==> src/rtl/cc_pwm_pkg.sv <==
// Shared types for the capture/compare PWM array.
// Assumes a 16-bit register word; the configuration word layout is fixed here.
package cc_pwm_pkg;

    typedef enum logic [2:0] {
        M_OFF = 3'd0,
        M_CAP = 3'd1,
        M_SWT = 3'd2,
        M_HSO = 3'd3,
        M_FRQ = 3'd4,
        M_PWM = 3'd5
    } cc_mode_e;

    typedef struct packed {
        logic [5:0] rsv;
        logic       inv;
        logic       center;
        logic [2:0] res;
        logic [1:0] edge_sel;
        cc_mode_e   mode;
    } cc_cfg_t;

    localparam logic [15:0] CFG_MASK = 16'h03FF;

    // Period mask for a resolution code.
    function automatic logic [15:0] res_mask(input logic [2:0] res);
        case (res)
            3'd0:    return 16'h00FF;
            3'd1:    return 16'h01FF;
            3'd2:    return 16'h03FF;
            3'd3:    return 16'h07FF;
            default: return 16'hFFFF;
        endcase
    endfunction

endpackage

==> src/rtl/cc_pwm_timebase.sv <==
// Shared up-counter with load and a sticky overflow flag.
// Assumes CNT_W matches the register word width (16).
module cc_pwm_timebase #(
    parameter int CNT_W = 16
) (
    input  logic             clk,
    input  logic             rst_n,
    input  logic             tick,
    input  logic             cnt_we,
    input  logic [CNT_W-1:0] cnt_wdata,
    input  logic             ovf_clr,
    output logic [CNT_W-1:0] cnt,
    output logic             ovf
);
    localparam logic [CNT_W-1:0] CNT_MAX = {CNT_W{1'b1}};

    logic wrap;
    assign wrap = tick && !cnt_we && (cnt == CNT_MAX);

    // Counter: load wins, otherwise advance on tick.
    always_ff @(posedge clk) begin
        if (!rst_n)      cnt <= '0;
        else if (cnt_we) cnt <= cnt_wdata;
        else if (tick)   cnt <= cnt + 1'b1;
    end

    // Overflow flag: set on wrap, cleared by write-one.
    always_ff @(posedge clk) begin
        if (!rst_n)       ovf <= 1'b0;
        else if (wrap)    ovf <= 1'b1;
        else if (ovf_clr) ovf <= 1'b0;
    end

    p_count_step_r1: assert property (@(posedge clk) disable iff (!rst_n)
        (tick && !cnt_we) |=> (cnt == $past(cnt) + 1'b1));
    p_count_hold_r1: assert property (@(posedge clk) disable iff (!rst_n)
        (!tick && !cnt_we) |=> $stable(cnt));
    p_ovf_set_r2: assert property (@(posedge clk) disable iff (!rst_n)
        (tick && !cnt_we && cnt == CNT_MAX) |=> ovf);

endmodule

==> src/rtl/cc_pwm_channel.sv <==
// One capture/compare channel: configuration, active and shadow registers,
// input synchroniser, event flag and output pin.
// Assumes the counter is 16 bits; the frequency mode works on its low byte.
module cc_pwm_channel
    import cc_pwm_pkg::*;
#(
    parameter int CNT_W  = 16,
    parameter int SYNC_N = 2
) (
    input  logic             clk,
    input  logic             rst_n,
    input  logic             tick,
    input  logic [CNT_W-1:0] cnt,
    input  logic             cap_raw,
    input  logic             kill,
    input  logic             cfg_we,
    input  logic             ccr_we,
    input  logic [CNT_W-1:0] wdata,
    input  logic             flag_clr,
    output cc_cfg_t          cfg_q,
    output logic [CNT_W-1:0] ccr_q,
    output logic [CNT_W-1:0] shd_q,
    output logic             flag_q,
    output logic             pin
);
    localparam int SH_W = SYNC_N + 1;

    logic [SH_W-1:0]  sync_q;
    logic             out_q;
    logic [CNT_W-1:0] mask, phase, half, mirr, ccr_m;
    logic             rise, fall, cap_hit, cmp_hit, frq_hit, wrap_hit;
    logic             edge_act, ctr_act, pwm_raw, raw, event_hit;

    // Event decode from the counter and synchronised input.
    always_comb begin
        mask     = res_mask(cfg_q.res);
        phase    = cnt & mask;
        half     = (mask >> 1) + 1'b1;
        mirr     = ((phase & half) != '0) ? (mask - phase) : phase;
        ccr_m    = ccr_q & mask;
        edge_act = phase < ccr_m;
        ctr_act  = {mirr[CNT_W-2:0], 1'b0} < ccr_m;
        pwm_raw  = cfg_q.center ? ctr_act : edge_act;
        rise     = sync_q[SH_W-2] & ~sync_q[SH_W-1];
        fall     = ~sync_q[SH_W-2] & sync_q[SH_W-1];
        cap_hit  = (cfg_q.edge_sel[0] & rise) | (cfg_q.edge_sel[1] & fall);
        cmp_hit  = tick && (cnt == ccr_q);
        frq_hit  = tick && (cnt[7:0] == ccr_q[7:0]);
        wrap_hit = tick && (phase == mask);
        unique case (cfg_q.mode)
            M_CAP:        event_hit = cap_hit;
            M_SWT, M_HSO: event_hit = cmp_hit;
            M_FRQ:        event_hit = frq_hit;
            M_PWM:        event_hit = wrap_hit;
            default:      event_hit = 1'b0;
        endcase
    end

    // Input synchroniser plus one stage of edge history.
    always_ff @(posedge clk) begin
        if (!rst_n) sync_q <= '0;
        else        sync_q <= {sync_q[SH_W-2:0], cap_raw};
    end

    // Configuration word with reserved bits forced to zero.
    always_ff @(posedge clk) begin
        if (!rst_n)      cfg_q <= '0;
        else if (cfg_we) cfg_q <= cc_cfg_t'(wdata & CFG_MASK);
    end

    // Shadow register: every write lands here.
    always_ff @(posedge clk) begin
        if (!rst_n)      shd_q <= '0;
        else if (ccr_we) shd_q <= wdata;
    end

    // Active register: direct write, capture, frequency step or PWM reload.
    always_ff @(posedge clk) begin
        if (!rst_n) begin
            ccr_q <= '0;
        end else if (ccr_we && cfg_q.mode != M_PWM) begin
            ccr_q <= wdata;
        end else if (cfg_q.mode == M_CAP && cap_hit) begin
            ccr_q <= cnt;
        end else if (cfg_q.mode == M_FRQ && frq_hit) begin
            ccr_q[7:0] <= ccr_q[7:0] + ccr_q[15:8];
        end else if (cfg_q.mode == M_PWM && wrap_hit) begin
            ccr_q <= shd_q;
        end
    end

    // Toggle state for the match-toggle and frequency roles.
    always_ff @(posedge clk) begin
        if (!rst_n)
            out_q <= 1'b0;
        else if ((cfg_q.mode == M_HSO && cmp_hit) || (cfg_q.mode == M_FRQ && frq_hit))
            out_q <= ~out_q;
    end

    // Sticky event flag; a new event wins over a clear.
    always_ff @(posedge clk) begin
        if (!rst_n)         flag_q <= 1'b0;
        else if (event_hit) flag_q <= 1'b1;
        else if (flag_clr)  flag_q <= 1'b0;
    end

    // Pin: polarity applied, kill overrides PWM without a clock.
    assign raw = (cfg_q.mode == M_PWM) ? pwm_raw : out_q;
    assign pin = (kill && cfg_q.mode == M_PWM) ? cfg_q.inv : (raw ^ cfg_q.inv);

    p_cap_copy_r3: assert property (@(posedge clk) disable iff (!rst_n)
        (cfg_q.mode == M_CAP && cap_hit && !ccr_we) |=> (ccr_q == $past(cnt)));
    p_swt_hold_r4: assert property (@(posedge clk) disable iff (!rst_n)
        (cfg_q.mode == M_SWT) |=> $stable(out_q));
    p_hso_toggle_r5: assert property (@(posedge clk) disable iff (!rst_n)
        (cfg_q.mode == M_HSO && cmp_hit) |=> (out_q != $past(out_q)));
    p_shadow_hold_r9: assert property (@(posedge clk) disable iff (!rst_n)
        (cfg_q.mode == M_PWM && !wrap_hit) |=> $stable(ccr_q));
    p_kill_safe_r11: assert property (@(posedge clk) disable iff (!rst_n)
        (kill && cfg_q.mode == M_PWM) |-> (pin == cfg_q.inv));
    p_flag_sticky_r12: assert property (@(posedge clk) disable iff (!rst_n)
        (flag_q && !flag_clr) |=> flag_q);

endmodule

==> src/rtl/cc_pwm_array.sv <==
// Top: shared timebase, NCH channels, register decode and read mux.
// Address map: 0 counter, 1 flags, 4+ch config, 8+ch active, 12+ch shadow.
// Assumes NCH <= 4 and CNT_W = 16 (the register word width).
module cc_pwm_array
    import cc_pwm_pkg::*;
#(
    parameter int NCH   = 3,
    parameter int CNT_W = 16
) (
    input  logic             clk,
    input  logic             rst_n,
    input  logic             tick_en,
    input  logic             wr_en,
    input  logic [3:0]       wr_addr,
    input  logic [CNT_W-1:0] wr_data,
    input  logic [3:0]       rd_addr,
    output logic [CNT_W-1:0] rd_data,
    input  logic [NCH-1:0]   cap_in,
    input  logic             kill,
    output logic [NCH-1:0]   pin_out,
    output logic             ovf_flag,
    output logic [NCH-1:0]   ch_flag
);
    localparam logic [3:0] A_CNT  = 4'd0;
    localparam logic [3:0] A_FLG  = 4'd1;
    localparam logic [1:0] R_CFG  = 2'd1;
    localparam logic [1:0] R_CCR  = 2'd2;
    localparam logic [1:0] R_SHD  = 2'd3;

    logic [CNT_W-1:0] cnt;
    logic             flg_we;
    cc_cfg_t          cfg_w [NCH];
    logic [CNT_W-1:0] ccr_w [NCH];
    logic [CNT_W-1:0] shd_w [NCH];

    assign flg_we = wr_en && (wr_addr == A_FLG);

    cc_pwm_timebase #(.CNT_W(CNT_W)) u_tb (
        .clk       (clk),
        .rst_n     (rst_n),
        .tick      (tick_en),
        .cnt_we    (wr_en && (wr_addr == A_CNT)),
        .cnt_wdata (wr_data),
        .ovf_clr   (flg_we && wr_data[0]),
        .cnt       (cnt),
        .ovf       (ovf_flag)
    );

    for (genvar g = 0; g < NCH; g++) begin : g_ch
        localparam logic [1:0] IDX = 2'(g);
        cc_pwm_channel #(.CNT_W(CNT_W)) u_ch (
            .clk      (clk),
            .rst_n    (rst_n),
            .tick     (tick_en),
            .cnt      (cnt),
            .cap_raw  (cap_in[g]),
            .kill     (kill),
            .cfg_we   (wr_en && wr_addr == {R_CFG, IDX}),
            .ccr_we   (wr_en && wr_addr == {R_CCR, IDX}),
            .wdata    (wr_data),
            .flag_clr (flg_we && wr_data[g+1]),
            .cfg_q    (cfg_w[g]),
            .ccr_q    (ccr_w[g]),
            .shd_q    (shd_w[g]),
            .flag_q   (ch_flag[g]),
            .pin      (pin_out[g])
        );
    end

    // Read mux over the counter, flags and per-channel words.
    always_comb begin
        rd_data = '0;
        if (rd_addr == A_CNT) begin
            rd_data = cnt;
        end else if (rd_addr == A_FLG) begin
            rd_data = CNT_W'({ch_flag, ovf_flag});
        end else begin
            for (int i = 0; i < NCH; i++) begin
                if (rd_addr[1:0] == 2'(i)) begin
                    case (rd_addr[3:2])
                        R_CFG:   rd_data = cfg_w[i];
                        R_CCR:   rd_data = ccr_w[i];
                        R_SHD:   rd_data = shd_w[i];
                        default: rd_data = '0;
                    endcase
                end
            end
        end
    end

    p_flag_clear_r12: assert property (@(posedge clk) disable iff (!rst_n)
        (flg_we && wr_data[0] && !(tick_en && cnt == {CNT_W{1'b1}})) |=> !ovf_flag);

endmodule

==> config.mk <==
export PLATFORM = sky130hd
export DESIGN_NAME = cc_pwm_array
export DESIGN_NICKNAME = d
export VERILOG_FILES = /design/src/rtl/cc_pwm_pkg.sv /design/src/rtl/cc_pwm_timebase.sv /design/src/rtl/cc_pwm_channel.sv /design/src/rtl/cc_pwm_array.sv
export SDC_FILE = /design/constraint.sdc
export NUM_CORES = 1
export LEC_CHECK = 0
export BUFFER_PORTS_ARGS = -buffer_cell sky130_fd_sc_hd__buf_2
export CORE_ASPECT_RATIO = 1.5
export CORE_MARGIN = 10
export CORE_UTILIZATION = 35
export CTS_CLUSTER_DIAMETER = 200
export DETAILED_ROUTE_END_ITERATION = 12
export HOLD_SLACK_MARGIN = 0.02
export PLACE_DENSITY = 0.58
export SETUP_SLACK_MARGIN = 0.02
export SLEW_MARGIN = 20
export SYNTH_ARGS = -nofsm -noshare
export SYNTH_HDL_FRONTEND = slang
export SYNTH_SLANG_ARGS = --single-unit
==> constraint.sdc <==
create_clock -name clk -period 5.68 [get_ports clk]
set_clock_uncertainty 0.15 [all_clocks]
set_input_delay 0.852 -clock clk [delete_from_list [all_inputs] [get_ports clk]]
set_output_delay 0.852 -clock clk [all_outputs]
set_load 0.03 [all_outputs]
==> flow_summary.yaml, run 1 <==
global_route:
  antenna_found_initial: 1
  overflow: 0
  grt_pass1_wl_mm: 80.1
  grt_pass1_vias: 12600
  grtUsageTotal_pct: 23.8
  grt_max_degree: 71
min_path:
  hold_depth: 1
  hold_start: "g_ch[1].u_ch.sync_q[0]$_SDFF_PN0_"
  worstHoldEndpoint: "g_ch[1].u_ch.sync_q[1]$_SDFF_PN0_"
  hold_class: "reg2reg"
die:
  row_count: 86
  initial_core_util_pct: 35.2
  ios: 55
  core_sq_um: 36600
  die_h_um: 255
  dieArea_sq_um: 45100
  die_w_um: 177
clock_tree:
  postCtsHoldBufs: 0
  post-cts-setup-buffers: 0
  clockBufferDepth: 2
  ctsResizeCount: 0
  path_clk_slew_ns: 0.07
  numClockSinks: 158
  cts_buffers: 17
  clk_latency_ns: 0.46
  htree_levels: 4
  cts_tree: "built"
  root_buffer: "clkbuf_16"
setup_path:
  crit_type: "reg2out"
  start_kind: "flop"
  cp-end-kind: "primary output"
  reg2reg_slack_ns: 2.06
  r2r_end: "g_ch[1].u_ch.ccr_q[1]$_SDFFE_PN0P_"
  r2r_cells: 7
  regToRegStartpoint: "u_tb.cnt[4]$_SDFFE_PN0P_"
  worstPathMaxFanout: 8
  worstPathArrival_ns: 4.03
  worstPathRequired_ns: 4.68
synthesis:
  ys_seq_area_share_pct: 24.5
  synth_edf_count: 0
  synth_top_area_share_pct: 24.5
  synth_common_cells: "201 x nand2_1, 158 x dfxtp_1, 143 x nor2_1, 134 x a21oi_1, 118 x ha_1"
  yosysTopAreaCell: "dfxtp_1"
  synth_area_leaders: "dfxtp_1 25%, ha_1 11%, nand2_1 5.9%"
  synth.most_common_cell: "nand2_1"
  avgSynthCellArea_sq_um: 7.84
  synth_cells: 1643
  synth.cell_area_sq_um: 12900
  yosysWarnings: 0
  synth_cell_types: 86
  postSynth.asyncResetShare_pct: 0
  synth_top_flop_cell: "dfxtp_1"
  ys_ff_latch: 158
sta:
  tightest_slew_ns: 0.974
  whs_ns: 0.295
  setup-violations-final: 0
  fmax_mhz: 199
  relSlewSlack_pct: 35.0
  post-route-period-util_pct: 88.7
  hold_viol: 0
  setup_tns_ns: 0
  period_minus_slack_ns: 5.04
  rsz0062_at_grt: "false"
  setup_slack_ns: 0.643
  slew_violations: 0
place:
  gp_congestion: 1.00
  dp.final_hpwl_mm: 41.0
  post-place-ws_ns: 1.13
  io_buffers: 54
  place_inst: 2100
final_layout:
  nFillCells: 3848
  area_growth_pct: 9.57
  multi_input_area_sq_um: 9010
  antenna_cells: 0
  stdcell_count: 2132
  final_nets: 1788
  drive_gt1_share_pct: 11.0
  regArea_sq_um: 3160
route:
  num_vias: 12900
  wl_mm: 54.4
  drtPass1Iterations: 9
  drtIter0Drc: 1283
  via_per_inst: 6.04
  avgRoutedWirePerCell_um: 25.5
  antenna_left: 0
  drcViolationCount: 0
power:
  p_per_area_nw_per_um2: 198
  vdd.ir_drop.worst_v: 0.000225
  power_leakage_uw: 0.00545
run:
  maxCapViolCount: 0
run_status:
  status: "finished, final reports clean"
-- where the power goes --
| part | internal, uW | leakage, uW | switching [uW] |
|---|---|---|---|
| clock | 666 | 0.000288 | 545 |
| combinational | 140 | 0.00389 | 285 |
| sequential | 1130 | 0.00128 | 31.8 |
-- cell usage in the layout (no fill, tap or decap), types with 21 or more instances in the layout --
cell type | netlist | routed
nand2_1 | 201 | 200
dfxtp_1 | 158 | 158
buf_2 | 20 | 54
mux2i_1 | 63 | 63
a21oi_1 | 134 | 134
nor2b_1 | 21 | 21
mux2_2 | 23 | 23
inv_1 | 48 | 48
buf_4 | 9 | 39
nand2b_1 | 22 | 22
o21ai_0 | 117 | 117
a211oi_1 | 27 | 27
and2_1 | 26 | 26
ha_1 | 118 | 118
a221oi_1 | 22 | 22
nor2_1 | 143 | 141
xor2_1 | 40 | 40
xnor2_1 | 57 | 57
nand3_1 | 25 | 25
-- kinds of logic (layout without fill, tap and decap cells) --
family | after synthesis | after routing | share of synthesized area [%]
AOI/OAI and AO/OA | 473 | 473 | 24.1
xor gates and xnor gates | 97 | 97 | 6.59
adders and majority gates | 121 | 121 | 11.9
buffers and inverters | 172 | 175 | 5.79
DFF | 158 | 158 | 24.5
muxes | 89 | 89 | 7.43
other | 1 | 3 | 0.0291
and+or+nand+nor | 532 | 532 | 19.6
-- cell type report --
type,count,area share [%]
Clock buffer,18,3.11
Clock inverter,14,1.10
Inverter,50,1.35
Multi-Input combinational cell,1315,63.8
Sequential cell,158,22.4
Tap cell,484,4.29
Timing Repair Buffer,93,3.99
-- flip-flops by register name (all words and copies together) (netlist names) --
name	flops
g_ch.u_ch.cfg_q	30
g_ch.u_ch.flag_q	3
g_ch.u_ch.ccr_q	48
u_tb.cnt	16
u_tb.ovf	1
g_ch.u_ch.shd_q	48
g_ch.u_ch.out_q	3
g_ch.u_ch.sync_q	9
-- metrics by stage --
stage / instance area [sq um] / util, % / power, uW
2_1_floorplan: 12900 / - / 1440
3_3_place_gp: 13500 / 37.0 / 1600
3_5_place_dp: 13500 / 37.0 / 1600
4_1_cts: 14100 / 38.6 / 2790
5_1_grt: 14100 / 38.6 / 2880
6_report: 14100 / 38.6 / 2800
-- how the worst max path moves through the flow --
stage                                       start          to  slack, ns  cells after the start
4_1_cts        g_ch[2].u_ch.cfg_q[6]$_SDFFE_PN0P_  pin_out[2]       0.64                     15
2_1_floorplan            u_tb.cnt[9]$_SDFFE_PN0P_  pin_out[2]       1.44                     15
6_report       g_ch[2].u_ch.cfg_q[6]$_SDFFE_PN0P_  pin_out[2]       0.64                     15
3_5_place_dp   g_ch[2].u_ch.cfg_q[6]$_SDFFE_PN0P_  pin_out[2]       1.13                     15
3_3_place_gp   g_ch[2].u_ch.cfg_q[6]$_SDFFE_PN0P_  pin_out[2]       1.16                     15
5_1_grt        g_ch[1].u_ch.cfg_q[7]$_SDFFE_PN0P_  pin_out[1]       0.16                     16
-- worst max-delay path: stages, from the launching register on --
cell and delay (ns):
dfxtp_1 0.51, nor2_1 0.14, nor2_1 0.21, inv_1 0.07
ha_1 0.22, or3_1 0.41, o21ai_0 0.21, xnor2_1 0.09
a22o_1 0.18, ha_1 0.16, or4b_2 0.62, a21oi_1 0.19
nand3_1 0.10, nand3_1 0.11, xor2_1 0.13, buf_2 0.22
-- layer usage --
layer | share of wire (%) | GRT usage [%] | up-vias
met5 | 0.020 | 0 | -
met4 | 9.4 | 19.6 | 2
met3 | 7.5 | 4.09 | 237
met2 | 46 | 39.1 | 660
met1 | 37 | 26.5 | 6072
li1 | - | - | 5899
Note: power is estimated with default switching activity, not from simulation.
==> inputs of run 2 (changes only) <==
--- a/config.mk
+++ b/config.mk
@@ -11,7 +11,7 @@
 export CORE_UTILIZATION = 35
 export CTS_CLUSTER_DIAMETER = 200
 export DETAILED_ROUTE_END_ITERATION = 12
-export HOLD_SLACK_MARGIN = 0.02
+export HOLD_SLACK_MARGIN = 0.06
 export PLACE_DENSITY = 0.58
 export SETUP_SLACK_MARGIN = 0.02
 export SLEW_MARGIN = 20
==> constraint.sdc (replaced) <==
create_clock -name clk -period 5.68 [get_ports clk]
set_clock_uncertainty 0.15 [all_clocks]
set_input_delay 0.284 -clock clk [delete_from_list [all_inputs] [get_ports clk]]
set_output_delay 0.284 -clock clk [all_outputs]
set_load 0.03 [all_outputs]
==> flow_summary.yaml, run 2 (same netlist as run 1, synthesis figures left out) <==
setup_path:
  worstPathArrival_ns: 4.72
  r2r_cells: 8
  r2r_end: "g_ch[1].u_ch.ccr_q[1]$_SDFFE_PN0P_"
  worstPathRequired_ns: 5.25
  cp-end-kind: "primary output"
  start_kind: "flop"
  reg2reg_slack_ns: 1.97
  regToRegStartpoint: "u_tb.cnt[7]$_SDFFE_PN0P_"
  worstPathMaxFanout: 15
  crit_type: "reg2out"
final_layout:
  nFillCells: 3871
  final_common_cell: "nand2_1"
  final_nets: 1790
  area_growth_pct: 9.92
  regArea_sq_um: 3160
  fin_area_sq_um: 14200
  multi_input_area_sq_um: 9010
  antenna_cells: 0
  reg_top3: "g_ch.u_ch.ccr_q: 48 flops, g_ch.u_ch.shd_q: 48 flops, g_ch.u_ch.cfg_q: 30 flops"
  drive_gt1_share_pct: 10.5
  mostFrequentLayoutCells: "200 x nand2_1, 158 x dfxtp_1, 141 x nor2_1"
global_route:
  grtUsageTotal_pct: 23.6
  grt_max_degree: 68
  antenna_found_initial: 0
  overflow: 0
  grt_pass1_wl_mm: 79.8
  grt_pass1_vias: 12500
clock_tree:
  path_clk_slew_ns: 0.07
  ctsResizeCount: 0
  clockBufferDepth: 2
  root_buffer: "clkbuf_16"
  htree_levels: 4
  cts_buffers: 17
  numClockSinks: 158
  clk_latency_ns: 0.45
  post-cts-setup-buffers: 0
  cts_tree: "built"
power:
  p_per_area_nw_per_um2: 199
  vdd.ir_drop.worst_v: 0.000220
  power_leakage_uw: 0.00545
route:
  drtIter0Drc: 1379
  wl_mm: 54.1
  antenna_left: 0
  drcViolationCount: 0
  avgRoutedWirePerCell_um: 25.4
  num_vias: 12900
  via_per_inst: 6.07
  drtPass1Iterations: 8
min_path:
  hold_class: "in2reg"
  hold_start: "wr_data[13]"
  hold_depth: 3
  worstHoldEndpoint: "g_ch[1].u_ch.shd_q[13]$_SDFFE_PN0P_"
sta:
  rsz0062_at_grt: "false"
  post-route-period-util_pct: 90.7
  setup_tns_ns: 0
  period_minus_slack_ns: 5.15
  relSlewSlack_pct: 34.0
  tightest_slew_ns: 0.989
  slew_violations: 0
  setup-violations-final: 0
  fmax_mhz: 194
  hold_viol: 0
die:
  die_w_um: 177
  ios: 55
  dieArea_sq_um: 45100
  initial_core_util_pct: 35.2
  die_h_um: 255
  core_sq_um: 36600
  row_count: 86
run:
  maxCapViolCount: 0
place:
  gp_congestion: 0.988
  io_buffers: 54
  post_dp_cell_area_sq_um: 13500
  dp.final_hpwl_mm: 39.5
run_status:
  status: "finished, final reports clean"
## run 2: cell type report
class	instances	area share [%]
repair buffers	95	4.22
inverters	50	1.34
flip-flops and latches	158	22.3
clock buffers	19	3.13
multi-input cells	1315	63.6
clock inverters	12	1.14
well taps	484	4.27
## run 2: per-layer routing
metal	track usage [%]	vias to the layer above	part of all wire, %
met5	0.562	-	0.055
met2	39.1	657	47
met3	3.25	215	6.5
met1	26.1	6166	37
li1	-	5908	-
met4	20.1	2	9.2
## run 2: report_power, final
group	switching (uW)	internal, uW
clock network	525	705
logic	295	143
registers	27.0	1130
## run 2: worst max-delay path by stage
stage	from	end	slack, ns	cells after the start
after global placement	u_tb.cnt[15]$_SDFFE_PN0P_	pin_out[2]	1.09	14
after CTS	u_tb.cnt[15]$_SDFFE_PN0P_	pin_out[2]	0.57	14
after global routing	u_tb.cnt[15]$_SDFFE_PN0P_	pin_out[2]	0.29	14
after detailed placement	u_tb.cnt[15]$_SDFFE_PN0P_	pin_out[2]	1.06	14
after floorplan	u_tb.cnt[9]$_SDFFE_PN0P_	pin_out[2]	2.00	15
final	u_tb.cnt[15]$_SDFFE_PN0P_	pin_out[2]	0.53	14
## run 2: critical path, cell delays in order, from the launching register on
cell	delay [ns]
dfxtp_1	0.84
inv_1	0.33
nor2_1	0.24
a31o_2	0.16
a21o_1	0.47
o21ai_0	0.22
xnor2_1	0.17
a22o_1	0.21
ha_1	0.17
or4b_2	0.63
a21oi_1	0.21
nand3_1	0.10
nand3_1	0.11
xor2_1	0.18
buf_2	0.23
## run 2: repair_timing
action | in CTS | in global routing
hold buffers | 8 | 0
endpoints found under the hold margin | 17 | 0
setup endpoints to repair | 0 | 0
## run 2: stage by stage
step | cells | setup slack, ns | util [%] | power (uW) | hold slack, ns
global route | 2133 | 0.288 | 38.7 | 2910 | 0.0898
floorplan | 1645 | 2.00 | - | 1440 | 0.261
global placement | 2094 | 1.09 | 36.8 | 1590 | 0.269
detailed placement | 2094 | 1.06 | 36.8 | 1600 | 0.275
CTS | 2133 | 0.570 | 38.7 | 2820 | 0.0715
finish | 2133 | 0.527 | 38.7 | 2820 | 0.0850
